$ cat config.mk
export PLATFORM = sky130hd
export DESIGN_NAME = spi_byte_ctrl
export DESIGN_NICKNAME = d
export VERILOG_FILES = /design/src/rtl/spi_byte_pkg.sv /design/src/rtl/spi_clk_div.sv /design/src/rtl/spi_shift.sv /design/src/rtl/spi_status.sv /design/src/rtl/spi_byte_ctrl.sv
export SDC_FILE = /design/constraint.sdc
export NUM_CORES = 1
export LEC_CHECK = 0
export ABC_AREA = 1
export BUFFER_PORTS_ARGS = -buffer_cell sky130_fd_sc_hd__clkbuf_2
export CAP_MARGIN = 30
export CELL_PAD_IN_SITES_DETAIL_PLACEMENT = 0
export CELL_PAD_IN_SITES_GLOBAL_PLACEMENT = 1
export CORE_AREA = 2 2 75 77
export DETAILED_ROUTE_END_ITERATION = 12
export DIE_AREA = 0 0 77 79
export HOLD_SLACK_MARGIN = 0.02
export PLACE_DENSITY = 0.9
export SKIP_LAST_GASP = 1
export SLEW_MARGIN = 20
export SYNTH_ARGS = -nofsm -noshare
export SYNTH_HDL_FRONTEND = slang
export SYNTH_SLANG_ARGS = --single-unit
export TNS_END_PERCENT = 50
$ cat constraint.sdc
create_clock -name clk_i -period 3.1 [get_ports clk_i]
set_input_delay 0.93 -clock clk_i [delete_from_list [all_inputs] [get_ports clk_i]]
set_output_delay 0.93 -clock clk_i [all_outputs]
set_load 0.02 [all_outputs]
$ cat src/rtl/spi_byte_pkg.sv
package spi_byte_pkg;
  localparam logic [1:0] A_CTRL = 2'd0;
  localparam logic [1:0] A_STAT = 2'd1;
  localparam logic [1:0] A_DATA = 2'd2;
  localparam int HALF_W = 5;

  typedef struct packed {
    logic [1:0] rate;
    logic       lsb_first;
    logic       master;
  } ctrl_t;

  // half sck period in system clocks per rate code
  function automatic logic [HALF_W-1:0] half_period(input logic [1:0] rate);
    case (rate)
      2'd0:    half_period = HALF_W'(1);
      2'd1:    half_period = HALF_W'(2);
      2'd2:    half_period = HALF_W'(8);
      default: half_period = HALF_W'(16);
    endcase
  endfunction
endpackage

$ cat src/rtl/spi_clk_div.sv
module spi_clk_div
  import spi_byte_pkg::*;
(
  input  logic       clk_i,
  input  logic       rst_ni,
  input  logic       run_i,
  input  logic [1:0] rate_i,
  output logic       sck_o,
  output logic       lead_o,
  output logic       trail_o
);
  logic [HALF_W-1:0] cnt_q;
  logic              tick;

  assign tick    = run_i && (cnt_q == half_period(rate_i) - HALF_W'(1));
  assign lead_o  = tick && !sck_o;
  assign trail_o = tick && sck_o;

  always_ff @(posedge clk_i or negedge rst_ni) begin
    if (!rst_ni) begin
      cnt_q <= '0;
      sck_o <= 1'b0;
    end else if (!run_i) begin
      cnt_q <= '0;
      sck_o <= 1'b0;
    end else if (tick) begin
      cnt_q <= '0;
      sck_o <= ~sck_o;
    end else begin
      cnt_q <= cnt_q + HALF_W'(1);
    end
  end
endmodule

$ cat src/rtl/spi_shift.sv
module spi_shift #(
  parameter int DW = 8
) (
  input  logic          clk_i,
  input  logic          rst_ni,
  input  logic          load_i,
  input  logic [DW-1:0] load_data_i,
  input  logic          lead_i,
  input  logic          trail_i,
  input  logic          abort_i,
  input  logic          lsb_first_i,
  input  logic          din_i,
  output logic          dout_o,
  output logic          done_o,
  output logic [DW-1:0] rx_o
);
  localparam int CW = $clog2(DW + 1);

  logic [DW-1:0] sr_q, sr_nx;
  logic [CW-1:0] cnt_q;

  assign sr_nx  = lsb_first_i ? {din_i, sr_q[DW-1:1]} : {sr_q[DW-2:0], din_i};
  assign done_o = trail_i && (cnt_q == CW'(DW - 1));
  assign rx_o   = sr_nx;

  always_ff @(posedge clk_i or negedge rst_ni) begin
    if (!rst_ni) begin
      sr_q   <= '0;
      cnt_q  <= '0;
      dout_o <= 1'b0;
    end else begin
      if (load_i) begin
        sr_q  <= load_data_i;
        cnt_q <= '0;
      end else if (abort_i) begin
        cnt_q <= '0;
      end else if (trail_i) begin
        sr_q  <= sr_nx;
        cnt_q <= done_o ? '0 : cnt_q + CW'(1);
      end
      if (lead_i) dout_o <= lsb_first_i ? sr_q[0] : sr_q[DW-1];
    end
  end
endmodule

$ cat src/rtl/spi_status.sv
module spi_status #(
  parameter int DW = 8
) (
  input  logic          clk_i,
  input  logic          rst_ni,
  input  logic          done_i,
  input  logic [DW-1:0] rx_i,
  input  logic          stat_rd_i,
  input  logic          data_acc_i,
  input  logic          wcol_set_i,
  output logic          spif_o,
  output logic          wcol_o,
  output logic          ovr_o,
  output logic [DW-1:0] buf_o
);
  logic arm_q, clr, spif_eff, ovr_eff, wcol_eff, drop;

  assign clr      = data_acc_i && arm_q;
  assign spif_eff = spif_o && !clr;
  assign ovr_eff  = ovr_o && !clr;
  assign wcol_eff = wcol_o && !clr;
  assign drop     = spif_eff || ovr_eff;

  always_ff @(posedge clk_i or negedge rst_ni) begin
    if (!rst_ni) begin
      arm_q  <= 1'b0;
      spif_o <= 1'b0;
      wcol_o <= 1'b0;
      ovr_o  <= 1'b0;
      buf_o  <= '0;
    end else begin
      if (stat_rd_i && (spif_o || wcol_o || ovr_o)) arm_q <= 1'b1;
      else if (data_acc_i)                          arm_q <= 1'b0;
      spif_o <= spif_eff || done_i;
      ovr_o  <= ovr_eff || (done_i && drop);
      wcol_o <= wcol_eff || wcol_set_i;
      if (done_i && !drop) buf_o <= rx_i;
    end
  end
endmodule

$ cat src/rtl/spi_byte_ctrl.sv
module spi_byte_ctrl
  import spi_byte_pkg::*;
#(
  parameter int DW = 8
) (
  input  logic          clk_i,
  input  logic          rst_ni,
  input  logic [1:0]    addr_i,
  input  logic          wr_i,
  input  logic          rd_i,
  input  logic [DW-1:0] wdata_i,
  output logic [DW-1:0] rdata_o,
  output logic          irq_o,
  output logic          sck_o,
  output logic          mosi_o,
  output logic          ss_no,
  input  logic          miso_i,
  input  logic          sck_i,
  input  logic          mosi_i,
  input  logic          ss_ni,
  output logic          miso_o
);
  ctrl_t         ctrl_q;
  logic          busy_q, busy_any, ss_act;
  logic [2:0]    sck_sy, ss_sy;
  logic [1:0]    mosi_sy;
  logic          data_wr, data_acc, stat_rd, start, load, wcol_set;
  logic          m_sck, m_lead, m_trail, s_lead, s_trail, s_abort;
  logic          lead, trail, din, dout, done;
  logic          spif, wcol, ovr;
  logic [DW-1:0] rx_byte, rx_buf;

  assign data_wr  = wr_i && (addr_i == A_DATA);
  assign data_acc = (wr_i || rd_i) && (addr_i == A_DATA);
  assign stat_rd  = rd_i && (addr_i == A_STAT);

  // slave inputs: two-stage sync plus one edge stage
  always_ff @(posedge clk_i or negedge rst_ni) begin
    if (!rst_ni) begin
      sck_sy  <= '0;
      ss_sy   <= '1;
      mosi_sy <= '0;
    end else begin
      sck_sy  <= {sck_sy[1:0], sck_i};
      ss_sy   <= {ss_sy[1:0], ss_ni};
      mosi_sy <= {mosi_sy[0], mosi_i};
    end
  end

  assign ss_act   = !ss_sy[1];
  assign s_lead   = ss_act && sck_sy[1] && !sck_sy[2];
  assign s_trail  = ss_act && !sck_sy[1] && sck_sy[2];
  assign s_abort  = !ctrl_q.master && ss_sy[1] && !ss_sy[2];

  assign busy_any = ctrl_q.master ? busy_q : ss_act;
  assign start    = data_wr && ctrl_q.master && !busy_q;
  assign load     = data_wr && !busy_any;
  assign wcol_set = data_wr && busy_any;

  always_ff @(posedge clk_i or negedge rst_ni) begin
    if (!rst_ni) begin
      ctrl_q <= '0;
      busy_q <= 1'b0;
    end else begin
      if (wr_i && addr_i == A_CTRL) ctrl_q <= ctrl_t'(wdata_i[3:0]);
      if (!ctrl_q.master) busy_q <= 1'b0;
      else if (start)     busy_q <= 1'b1;
      else if (done)      busy_q <= 1'b0;
    end
  end

  spi_clk_div u_div (
    .clk_i   (clk_i),
    .rst_ni  (rst_ni),
    .run_i   (busy_q && ctrl_q.master),
    .rate_i  (ctrl_q.rate),
    .sck_o   (m_sck),
    .lead_o  (m_lead),
    .trail_o (m_trail)
  );

  assign lead  = ctrl_q.master ? m_lead  : s_lead;
  assign trail = ctrl_q.master ? m_trail : s_trail;
  assign din   = ctrl_q.master ? miso_i  : mosi_sy[1];

  spi_shift #(.DW(DW)) u_shift (
    .clk_i       (clk_i),
    .rst_ni      (rst_ni),
    .load_i      (load),
    .load_data_i (wdata_i),
    .lead_i      (lead),
    .trail_i     (trail),
    .abort_i     (s_abort),
    .lsb_first_i (ctrl_q.lsb_first),
    .din_i       (din),
    .dout_o      (dout),
    .done_o      (done),
    .rx_o        (rx_byte)
  );

  spi_status #(.DW(DW)) u_stat (
    .clk_i      (clk_i),
    .rst_ni     (rst_ni),
    .done_i     (done),
    .rx_i       (rx_byte),
    .stat_rd_i  (stat_rd),
    .data_acc_i (data_acc),
    .wcol_set_i (wcol_set),
    .spif_o     (spif),
    .wcol_o     (wcol),
    .ovr_o      (ovr),
    .buf_o      (rx_buf)
  );

  assign irq_o  = spif;
  assign sck_o  = m_sck && ctrl_q.master;
  assign ss_no  = !(busy_q && ctrl_q.master);
  assign mosi_o = ctrl_q.master && dout;
  assign miso_o = !ctrl_q.master && ss_act && dout;

  always_comb begin
    case (addr_i)
      A_CTRL:  rdata_o = {{(DW-4){1'b0}}, ctrl_q};
      A_STAT:  rdata_o = {spif, wcol, ovr, {(DW-3){1'b0}}};
      A_DATA:  rdata_o = rx_buf;
      default: rdata_o = '0;
    endcase
  end
endmodule

==> results of run 1 <==
[cells by family (layout without fill, tap and decap cells)]
family,Yosys count,count (layout),synth area share (%)
buffers and inverters,43,78,8.655
and+or+nand+nor,156,156,30.26
xor gates and xnor gates,5,5,1.929
DFF,44,44,48.68
AOI/OAI and AO/OA,35,35,8.380
adders and majority gates,3,3,1.654
muxes,1,1,0.4410
[flip-flops by register name (all words and copies together), names as in the netlist]
| name | count |
|---|---|
| u_shift.sr_q | 8 |
| u_stat.buf_o | 8 |
| u_div.cnt_q | 5 |
| ctrl_q | 4 |
| u_shift.cnt_q | 4 |
| sck_sy | 3 |
| ss_sy | 3 |
| mosi_sy | 2 |
| busy_q | 1 |
| u_div.sck_o | 1 |
| u_shift.dout_o | 1 |
| u_stat.arm_q | 1 |
| u_stat.ovr_o | 1 |
| u_stat.spif_o | 1 |
| u_stat.wcol_o | 1 |
[critical path, delay by kind of cell]
family	cells	cell delay [ns]
buf+inv	4	0.48
simple gates	2	0.17
compound gates	1	0.08
[final cells by class]
class | count | share of cell area, %
sequential | 44 | 43.01
multi-input combinational | 200 | 37.70
timing repair buffer | 33 | 6.722
inverter | 37 | 5.407
tap | 72 | 3.507
clock buffer | 7 | 3.361
clock inverter | 1 | 0.2923
[cells in the mapped netlist (all sizes together) (2+ instances only)]
library cell,number,area (µm²)
nand2,110,427.9
dfrtp,41,1026
inv,36,135.1
o21ai,31,158.9
nor2,22,90.09
nand3,11,72.57
nand4,11,83.83
buf,4,50.05
xor2,4,35.03
dfstp,3,78.83
ha,3,37.54
clkbuf,2,7.510
[routing by layer]
layer  routed length [µm]  global-route usage (%)
met3                  199                   2.841
met5                    0                       0
met4                   60                   4.821
met2                 2026                   25.61
met1                 2276                   22.88
[power by group]
group | switching (mW) | internal, mW | leakage [nW]
Sequential | 0.0539 | 0.646 | 0.574
Combinational | 0.204 | 0.106 | 0.755
Clock | 0.190 | 0.181 | 0.0445
Total | 0.448 | 0.933 | 1.37
[worst max-delay path by stage]
stage                  to  depth (start not counted)      start  slack, ns
5_1_grt        rdata_o[1]                          7  addr_i[0]       0.42
4_1_cts        rdata_o[0]                          7  addr_i[0]       0.51
3_5_place_dp   rdata_o[0]                          7  addr_i[0]       0.51
3_3_place_gp   rdata_o[2]                          6  addr_i[0]       0.55
2_1_floorplan  rdata_o[0]                          3  addr_i[1]       0.54
6_report       rdata_o[0]                          7  addr_i[0]       0.51
==> summary.md, run 1 <==
| Metric | Value |
|---|---|
| Status | finished clean |
| Layout Cells excl Fill | 394 |
| Register Area | roughly 0.0011 mm² |
| Avg Cell Area, Syn | 7.908 µm² |
| Setup Fix Bufs, Post-CTS | 0 |
| Placed cell count | 385 |
| Endpoint of the worst-slack reg-to-reg timing path | u_shift.sr_q[0] |
| Crit path DAT | 1.66 ns |
| Post-Route Skew | 0.006905 ns |
| Clk buf depth | 2 |
| Synth Net Count | 308 |
| Max H-tree Level | 2 |
| Final core utilization | 48.12% |
| Fin. Hold Viols | 0 |
| Area growth syn-to-layout | 13.18% |
| HP Start | mosi_sy[0] |
| Rows | 27 |
| Synth Flop Type | dfrtp_1 |
| Total Power | 1.381 mW |
| RSZ-0062 raised after global routing | false |
| Core box area | 0.005338 mm² |
| Worst R2R Start | ctrl_q[2] |
| RePlAce Congestion | 0.7396 |
| Mapped Cells | 287 |
| Hold_buf cts | 0 |
| Final net count | 342 |
| Final Cell Area | 0.002569 mm² |
| DP Wirelength | 3487 µm |
| Pin count of the biggest net entering global routing | 23 |
| Port Buffers | 30 |
| Ys Warns | 0 |
| PwrDens | 537.7 mW/mm² |
| Post-synth EDFFs | 0 |
| Slew headroom | 64.25% |
| Clock Root Buffer | clkbuf_8 |
| Hold slack final | 0.3519 ns |
| Final ANT Viol Nets | 0 |
| Critical-path cell with the highest stage delay | clkbuf_2 |
| DR iter-0 viols | 144 |
| Initial Util | 42.52% |
| Final WS setup | 0.5110 ns |
| First-pass GRT wire length | 7921 µm |
| Cells along the critical path | clkbuf_2 > inv_1 > nand2_1 > inv_2 > nand2_1 > o21ai_0 > clkbuf_2 |
| Initial antenna violation count | 0 |
| CTS tree | yes |
| Post-Place Worst Slack | approximately 0.51 ns |
| P_leak | 1.374 nW |
| DRT Pass-1 Iters | 4 |
| Post-cts resize count | 0 |
| N_diodes | 0 |
| Clock sinks | 44 |
| Netlist Area Pre-Place | 0.002270 mm² |
| I/O Pins | 31 |
| Flop-to-flop setup slack | 0.95 ns |
| Post-synthesis sequential area ratio | 48.68% |
| DR vias/cell | between 4 and 5 |
| Setup TNS | 0 ns |
| Die ar. | just over 0.006 mm² |
| Commonest non-fill, non-tap cell in the layout | nand2_1 |
| Post-DP Area | 0.002467 mm² |
| Hold path endpoint | mosi_sy[1] |
| Synthesized flop and latch total | 44 |
| Via count | between 1,500 and 2,000 |
| Hold path cells | 0 |
| Post-synth cell types | 31 |
| Worst Reg2Reg Path Length in Cells | 12 |
| Setup violations, final | 0 |
| Async SR Flop Fraction | 100.0% |
| Max Clk Rate | approximately 390 MHz |
| Kind of critical path | input port to primary output |
| Die height | roughly 79 µm |
| Crit start category | input port |
| Vias in the first global route | 1,717 |
| Maxcap violations | 0 |
| Final Cycle Share | 83.52% |
| Peak supply drop | 0.0002628 V |
| CP Max Fanout | 8 |
| Commonest cells after routing, fill and taps aside | nand2_1, dfrtp_1, inv_1 |
| Mean routed wirelength per cell | about 12 µm |
| Worst-Margin Slew | 0.5362 ns |
| Clock Latency Late Sink | 0.29 ns |
| Die width | around 77 µm |
| Hold WC Path Type | flop to flop |
| Total GRT Usage | 16.18% |
| TritonCTS Buffers | 5 |
| Fill cells | 553 |
| Clk slew on worst S/H paths | roughly 0.080 ns |
| Critical Path End Type | primary output |
| Min Tclk post-route | between 2 and 3 ns |
| DRC | 0 |
| Routed wire length | 4563 µm |
| Slew Limit Fails | 0 |
| Crit path largest cell delay | 0.19 ns |
| Layout cells sized above 1 | ~17% |
| Remaining Overflow, GRT | 0 |
| CP required | roughly 2.2 ns |
| Area of the multi-input gates | 968.4 µm² |
Note: power is estimated with default switching activity, not from simulation.
==> run 2: changes to the inputs <==
Settings changed: CORE_AREA 2 2 75 77 to 2 2 81 83, DIE_AREA 0 0 77 79 to 0 0 83 85, PLACE_DENSITY 0.9 to 0.82.
Clock period 3.1 ns to 2.35 ns, I/O delays scaled along.
==> run 2 against run 1 <==
Via count shrank 1.2%. Register-to-register slack lost 0.67 ns. Utilization shrank 6.4 points. Largest cell class unchanged. Largest power group unchanged.
==> summary.md, run 2 (synthesis results as in run 1) <==
| Metric | Value |
|---|---|
| Commonest cells after routing, fill and taps aside | nand2_1, dfrtp_1, inv_1 |
| Setup Fix Bufs, Post-CTS | 0 (unchanged) |
| DR vias/cell | 4.611 (-2.9%) |
| Initial Util | 36.58% (-5.9 points) |
| Peak supply drop | 0.0003071 V (+17%) |
| Logic pwr share | 23.2% (+0.7 points) |
| Worst Reg2Reg Path Length in Cells | 12 (unchanged) |
| Hold slack final | 0.3546 ns (+0.002646 ns) |
| Pin count of the biggest net entering global routing | 45 (+96%) |
| Vias in the first global route | 1,752 (+2.0%) |
| Max H-tree Level | 2 (unchanged) |
| Rows | 29 (+7.4%) |
| Port Buffers | 30 (unchanged) |
| Hold_buf cts | 0 (unchanged) |
| Final net count | 344 (+0.58%) |
| Mean routed wirelength per cell | 11.64 µm (+0.54%) |
| Core box area | 0.006205 mm² (+16%) |
| Max Clk Rate | 464.8 MHz |
| Sw power | 0.5918 mW (+32%) |
| CP Max Fanout | 3 (-5) |
| Area growth syn-to-layout | 14.06% |
| Area of the multi-input gates | 968.4 µm² (unchanged) |
| I/O Pins | 31 (unchanged) |
| Maxcap violations | 0 (unchanged) |
| Kind of critical path | input port to primary output |
| Setup TNS | 0 ns (unchanged) |
| Clock Root Buffer | clkbuf_8 |
| Hold WC Path Type | flop to flop |
| Min Tclk post-route | 2.151 ns |
| Fin. Hold Viols | 0 (unchanged) |
| Post-Route Skew | 0.01072 ns (+0.003810 ns) |
| Clk buf depth | 2 (unchanged) |
| First-pass GRT wire length | 8266 µm (+4.4%) |
| Clock network fraction of total power | 26.6% (-0.2 points) |
| Sequential fraction of design power | 50.1% (-0.6 points) |
| Post-DP Area | 0.002496 mm² (+1.2%) |
| Die ar. | 0.007055 mm² (+16%) |
| Setup violations, final | 0 (unchanged) |
| Crit path DAT | 1.45 ns (-0.21 ns) |
| Die height | 85 µm (+7.6%) |
| TritonCTS Buffers | 5 (unchanged) |
| Post-cts resize count | 0 (unchanged) |
| Die width | 83 µm (+7.8%) |
| Routed wire length | 4669 µm (+2.3%) |
| Critical Path End Type | primary output |
| CTS tree | yes |
| Final ANT Viol Nets | 0 (unchanged) |
| Final Cycle Share | 91.55% |
| Clock Latency Late Sink | 0.29 ns (about the same) |
| DRT Pass-1 Iters | 4 (unchanged) |
| Clock sinks | 44 (unchanged) |
| DP Wirelength | 3527 µm (+1.2%) |
| Slew headroom | 62.95% (-1.3 points) |
| Fill cells | 650 (+18%) |
| Remaining Overflow, GRT | 0 (unchanged) |
| CP required | 1.64 ns (-0.53 ns) |
| Layout cells sized above 1 | 17.90% (+0.82 points) |
| DRC | 0 (unchanged) |
| Via count | 1,849 (-1.2%) |
| Cell Int Power | 1.235 mW (+32%) |
| Final Cell Area | 0.002589 mm² (+0.78%) |
| Status | finished clean |
| Initial antenna violation count | 0 (unchanged) |
| RePlAce Congestion | 0.7848 (+6.1%) |
| RSZ-0062 raised after global routing | false |
| DR iter-0 viols | 88 (-39%) |
| N_diodes | 0 (unchanged) |
| Hold path cells | 0 (unchanged) |
| Crit start category | input port |
| P_leak | 1.391 nW (+1.2%) |
| Register Area | 0.001105 mm² (unchanged) |
| Commonest non-fill, non-tap cell in the layout | nand2_1 |
| Slew Limit Fails | 0 (unchanged) |
| Top Registers | u_shift.sr_q (8), u_stat.buf_o (8), u_div.cnt_q (5) |
| Clk slew on worst S/H paths | 0.07 ns (about the same) |
| Total GRT Usage | 14.46% (-1.7 points) |
| Worst-Margin Slew | 0.5557 ns (+0.01951 ns) |
| PwrDens | 705.6 mW/mm² (+31%) |
| Switch share | 32.40% (about the same) |
-- run 2: stage by stage --
stage	power (mW)	std cells	util, %	setup slack (ns)
floorplan	1.229	287	-	0.2436
global placement	1.353	393	40.23	0.2430
detailed placement	1.362	393	40.23	0.2058
CTS	1.857	401	41.72	0.2048
global route	1.971	401	41.72	0.03368
finish	1.827	401	41.72	0.1986
-- run 2: cell type report --
class | instances | share of cell area (%)
clock buffer | 6 | 3.190
timing repair buffer | 35 | 7.250
inverter | 37 | 5.365
multi-input combinational | 200 | 37.41
tap | 77 | 3.722
sequential | 44 | 42.68
clock inverter | 2 | 0.3867
-- run 2: path summary, 6_finish.rpt --
path / start / endpoint / slack, ns
setup / recovery: addr_i[1] / rdata_o[0] / 0.20
hold / removal: sck_sy[0] / sck_sy[1] / 0.35
setup reg to reg: ctrl_q[3] / u_stat.buf_o[1] / 0.28
hold reg to reg: sck_sy[0] / sck_sy[1] / 0.35
max in group asynchronous: rst_ni / ss_sy[2] / 1.48
min in group asynchronous: rst_ni / ctrl_q[1] / 0.49
-- run 2: per-layer routing --
| layer | track usage, % | vias to the layer above | routed length (µm) |
|---|---|---|---|
| li1 | - | 984 | - |
| met1 | 20.15 | 827 | 2415 |
| met2 | 22.43 | 33 | 2030 |
| met3 | 3.210 | 5 | 154 |
| met4 | 4.918 | 0 | 69 |
| met5 | 0 | - | 0 |
-- run 2: power groups by stage --
stage | clock [mW] | sequential (mW) | combinational (mW)
finish | 0.486 | 0.915 | 0.425
global route | 0.542 | 0.930 | 0.498
CTS | 0.507 | 0.916 | 0.434
detailed placement | 0 | 0.931 | 0.431
global placement | 0 | 0.930 | 0.424
floorplan | 0 | 0.916 | 0.313
-- run 2: worst max-delay path, cell delays in order --
cell and delay [ns]:
clkbuf_2 0.10, nor2_1 0.18, inv_1 0.09, o21ai_0 0.17, clkbuf_2 0.19
==> run 3: changes to the inputs <==
Settings changed: CELL_PAD_IN_SITES_DETAIL_PLACEMENT 0 to unset, CELL_PAD_IN_SITES_GLOBAL_PLACEMENT 1 to unset, CORE_AREA 2 2 81 83 to 2 2 70 72, DIE_AREA 0 0 83 85 to 0 0 72 74.
==> run 3 against run 2 <==
Combinational power hardly changed. Sequential cell count did not move. Hold slack improved by 0.0036 ns. Final area decreased by 0.92%. Die area down 24%. Via count rose by 2.1%. Sequential power is 0.9% higher.
==> summary.md, run 3 (synthesis results as in run 1) <==
| Metric | Value |
|---|---|
| CP required | 1.64 ns (about the same) |
| Kind of critical path | flop to primary output |
| Final Cycle Share | 95.26% (+3.7 points) |
| Final WS setup | 0.1115 ns (-0.08716 ns) |
| Endpoint of the worst-slack reg-to-reg timing path | u_shift.sr_q[6] |
| Hold path cells | 0 (unchanged) |
| HP Start | ss_sy[0] |
| Clock Root Buffer | clkbuf_8 |
| Final ANT Viol Nets | 0 (unchanged) |
| Worst R2R Start | ctrl_q[3] |
| Worst Reg2Reg Path Length in Cells | 12 (unchanged) |
| Min Tclk post-route | 2.239 ns (+0.08716 ns) |
| Post-Place Worst Slack | 0.1979 ns (-0.007848 ns) |
| Clock Latency Late Sink | 0.30 ns (about the same) |
| RePlAce Congestion | 0.7946 (+1.2%) |
| Flop-to-flop setup slack | 0.22 ns (-0.06 ns) |
| Rows | 25 (-14%) |
| Slew headroom | 63.61% (+0.66 points) |
| Layout cells sized above 1 | 17.08% (-0.82 points) |
| Area growth syn-to-layout | 13.01% |
| Max Clk Rate | 446.7 MHz (-3.9%) |
| Setup violations, final | 0 (unchanged) |
| TritonCTS Buffers | 5 (unchanged) |
| Clk buf depth | 2 (unchanged) |
| Status | finished clean |
| Layout Cells excl Fill | 376 (-6.2%) |
| Peak supply drop | 0.0005380 V (+75%) |
| Crit path DAT | 1.53 ns (+0.08 ns) |
| Hold_buf cts | 0 (unchanged) |
| Commonest cells after routing, fill and taps aside | nand2_1, dfrtp_1, inv_1 |
| DP Wirelength | 3374 µm (-4.3%) |
| Crit start category | flop |
| DR iter-0 viols | 203 (+130%) |
| Final core utilization | 55.78% (+14 points) |
| Final net count | 342 (-0.58%) |
| PwrDens | 746.3 mW/mm² (+5.8%) |
| Core box area | 0.004598 mm² (-26%) |
| Die width | 72 µm (-13%) |
| Commonest non-fill, non-tap cell in the layout | nand2_1 |
| Port Buffers | 30 (unchanged) |
| Hold WC Path Type | flop to flop |
| CP Max Fanout | 11 (+8) |
| I/O Pins | 31 (unchanged) |
| Via count | 1,888 (+2.1%) |
| Max H-tree Level | 2 (unchanged) |
| Clock sinks | 44 (unchanged) |
| Post-DP Area | 0.002452 mm² (-1.8%) |
| Hold path endpoint | ss_sy[1] |
| Die ar. | 0.005328 mm² (-24%) |
| Die height | 74 µm (-13%) |
| Top Registers | u_shift.sr_q (8), u_stat.buf_o (8), u_div.cnt_q (5) |
| Slew Limit Fails | 0 (unchanged) |
| Remaining Overflow, GRT | 0 (unchanged) |
| Mean routed wirelength per cell | 12.06 µm (+3.5%) |
| RSZ-0062 raised after global routing | true |
| Post-cts resize count | 0 (unchanged) |
| Worst-Margin Slew | 0.5458 ns (-0.009915 ns) |
| Setup Fix Bufs, Post-CTS | 0 (unchanged) |
| Routed wire length | 4533 µm (-2.9%) |
| Maxcap violations | 0 (unchanged) |
| P_leak | 1.385 nW (-0.38%) |
| Post-Route Skew | 0.005740 ns (-0.004976 ns) |
| Initial Util | 49.36% (+13 points) |
| DRC | 0 (unchanged) |
| Initial antenna violation count | 0 (unchanged) |
| Clk slew on worst S/H paths | 0.08 ns (about the same) |
| Vias in the first global route | 1,832 (+4.6%) |
| CTS tree | yes |
| Setup TNS | 0 ns (unchanged) |
| Total GRT Usage | 19.11% (+4.6 points) |
| Fin. Hold Viols | 0 (unchanged) |
| Critical Path End Type | primary output |
| N_diodes | 0 (unchanged) |
| Final Cell Area | 0.002565 mm² (-0.92%) |
| DRT Pass-1 Iters | 4 (unchanged) |
| Placed cell count | 368 (-6.4%) |
| First-pass GRT wire length | 7948 µm (-3.8%) |
| Pin count of the biggest net entering global routing | 45 (unchanged) |
| DR vias/cell | 5.021 (+8.9%) |
## run 3: changes by cell type in the layout (fill, tap and decap cells not counted), sizes merged
cell and delta:
buf -2, clkinv -1, bufinv +1
## run 3: layer usage
| layer | track usage, % | up-vias | part of all wire [%] |
|---|---|---|---|
| met2 | 32.92 | 49 | 48 |
| met3 | 4.065 | 5 | 4.6 |
| met5 | 0 | - | 0 |
| li1 | - | 972 | - |
| met1 | 24.54 | 862 | 46 |
| met4 | 5.660 | 0 | 1.1 |
## run 3: worst max-delay path by stage
stage | start | endpoint | slack [ns] | depth (start not counted)
after detailed placement | addr_i[1] | rdata_o[3] | 0.20 | 5
final | ctrl_q[1] | rdata_o[1] | 0.11 | 3
after floorplan | addr_i[1] | rdata_o[0] | 0.24 | 3
after global placement | addr_i[0] | rdata_o[2] | 0.26 | 6
after CTS | ctrl_q[1] | rdata_o[1] | 0.11 | 3
after global routing | ctrl_q[1] | rdata_o[1] | -0.02 | 3
## run 3: worst max-delay path, cell delays in order (launching register included)
cell and delay (ns):
dfrtp_1 0.50, clkinv_1 0.31, o21ai_0 0.23, clkbuf_2 0.19
## run 3: final cells by class
class                           instances  area, µm²
Clock buffer                            6      72.57
Clock inverter                          2      35.03
Fill cell                             421       2033
Inverter                               37      138.9
Multi-Input combinational cell        200      973.4
Sequential cell                        44       1105
Tap cell                               54      67.56
Timing Repair Buffer                   33      172.7
## run 3: where the power goes
part	internal [mW]	switching [mW]
clock	0.315	0.253
sequential	0.852	0.0702
combinational	0.145	0.279
total	1.31	0.602
## run 3: through the flow
| step | total power [mW] | hold WS, ns |
|---|---|---|
| 5_1_grt | 2.027 | 0.3664 |
| 6_report | 1.914 | 0.3581 |
| 3_3_place_gp | 1.334 | 0.3330 |
| 3_5_place_dp | 1.351 | 0.3358 |
| 2_1_floorplan | 1.229 | 0.3312 |
| 4_1_cts | 1.923 | 0.3549 |
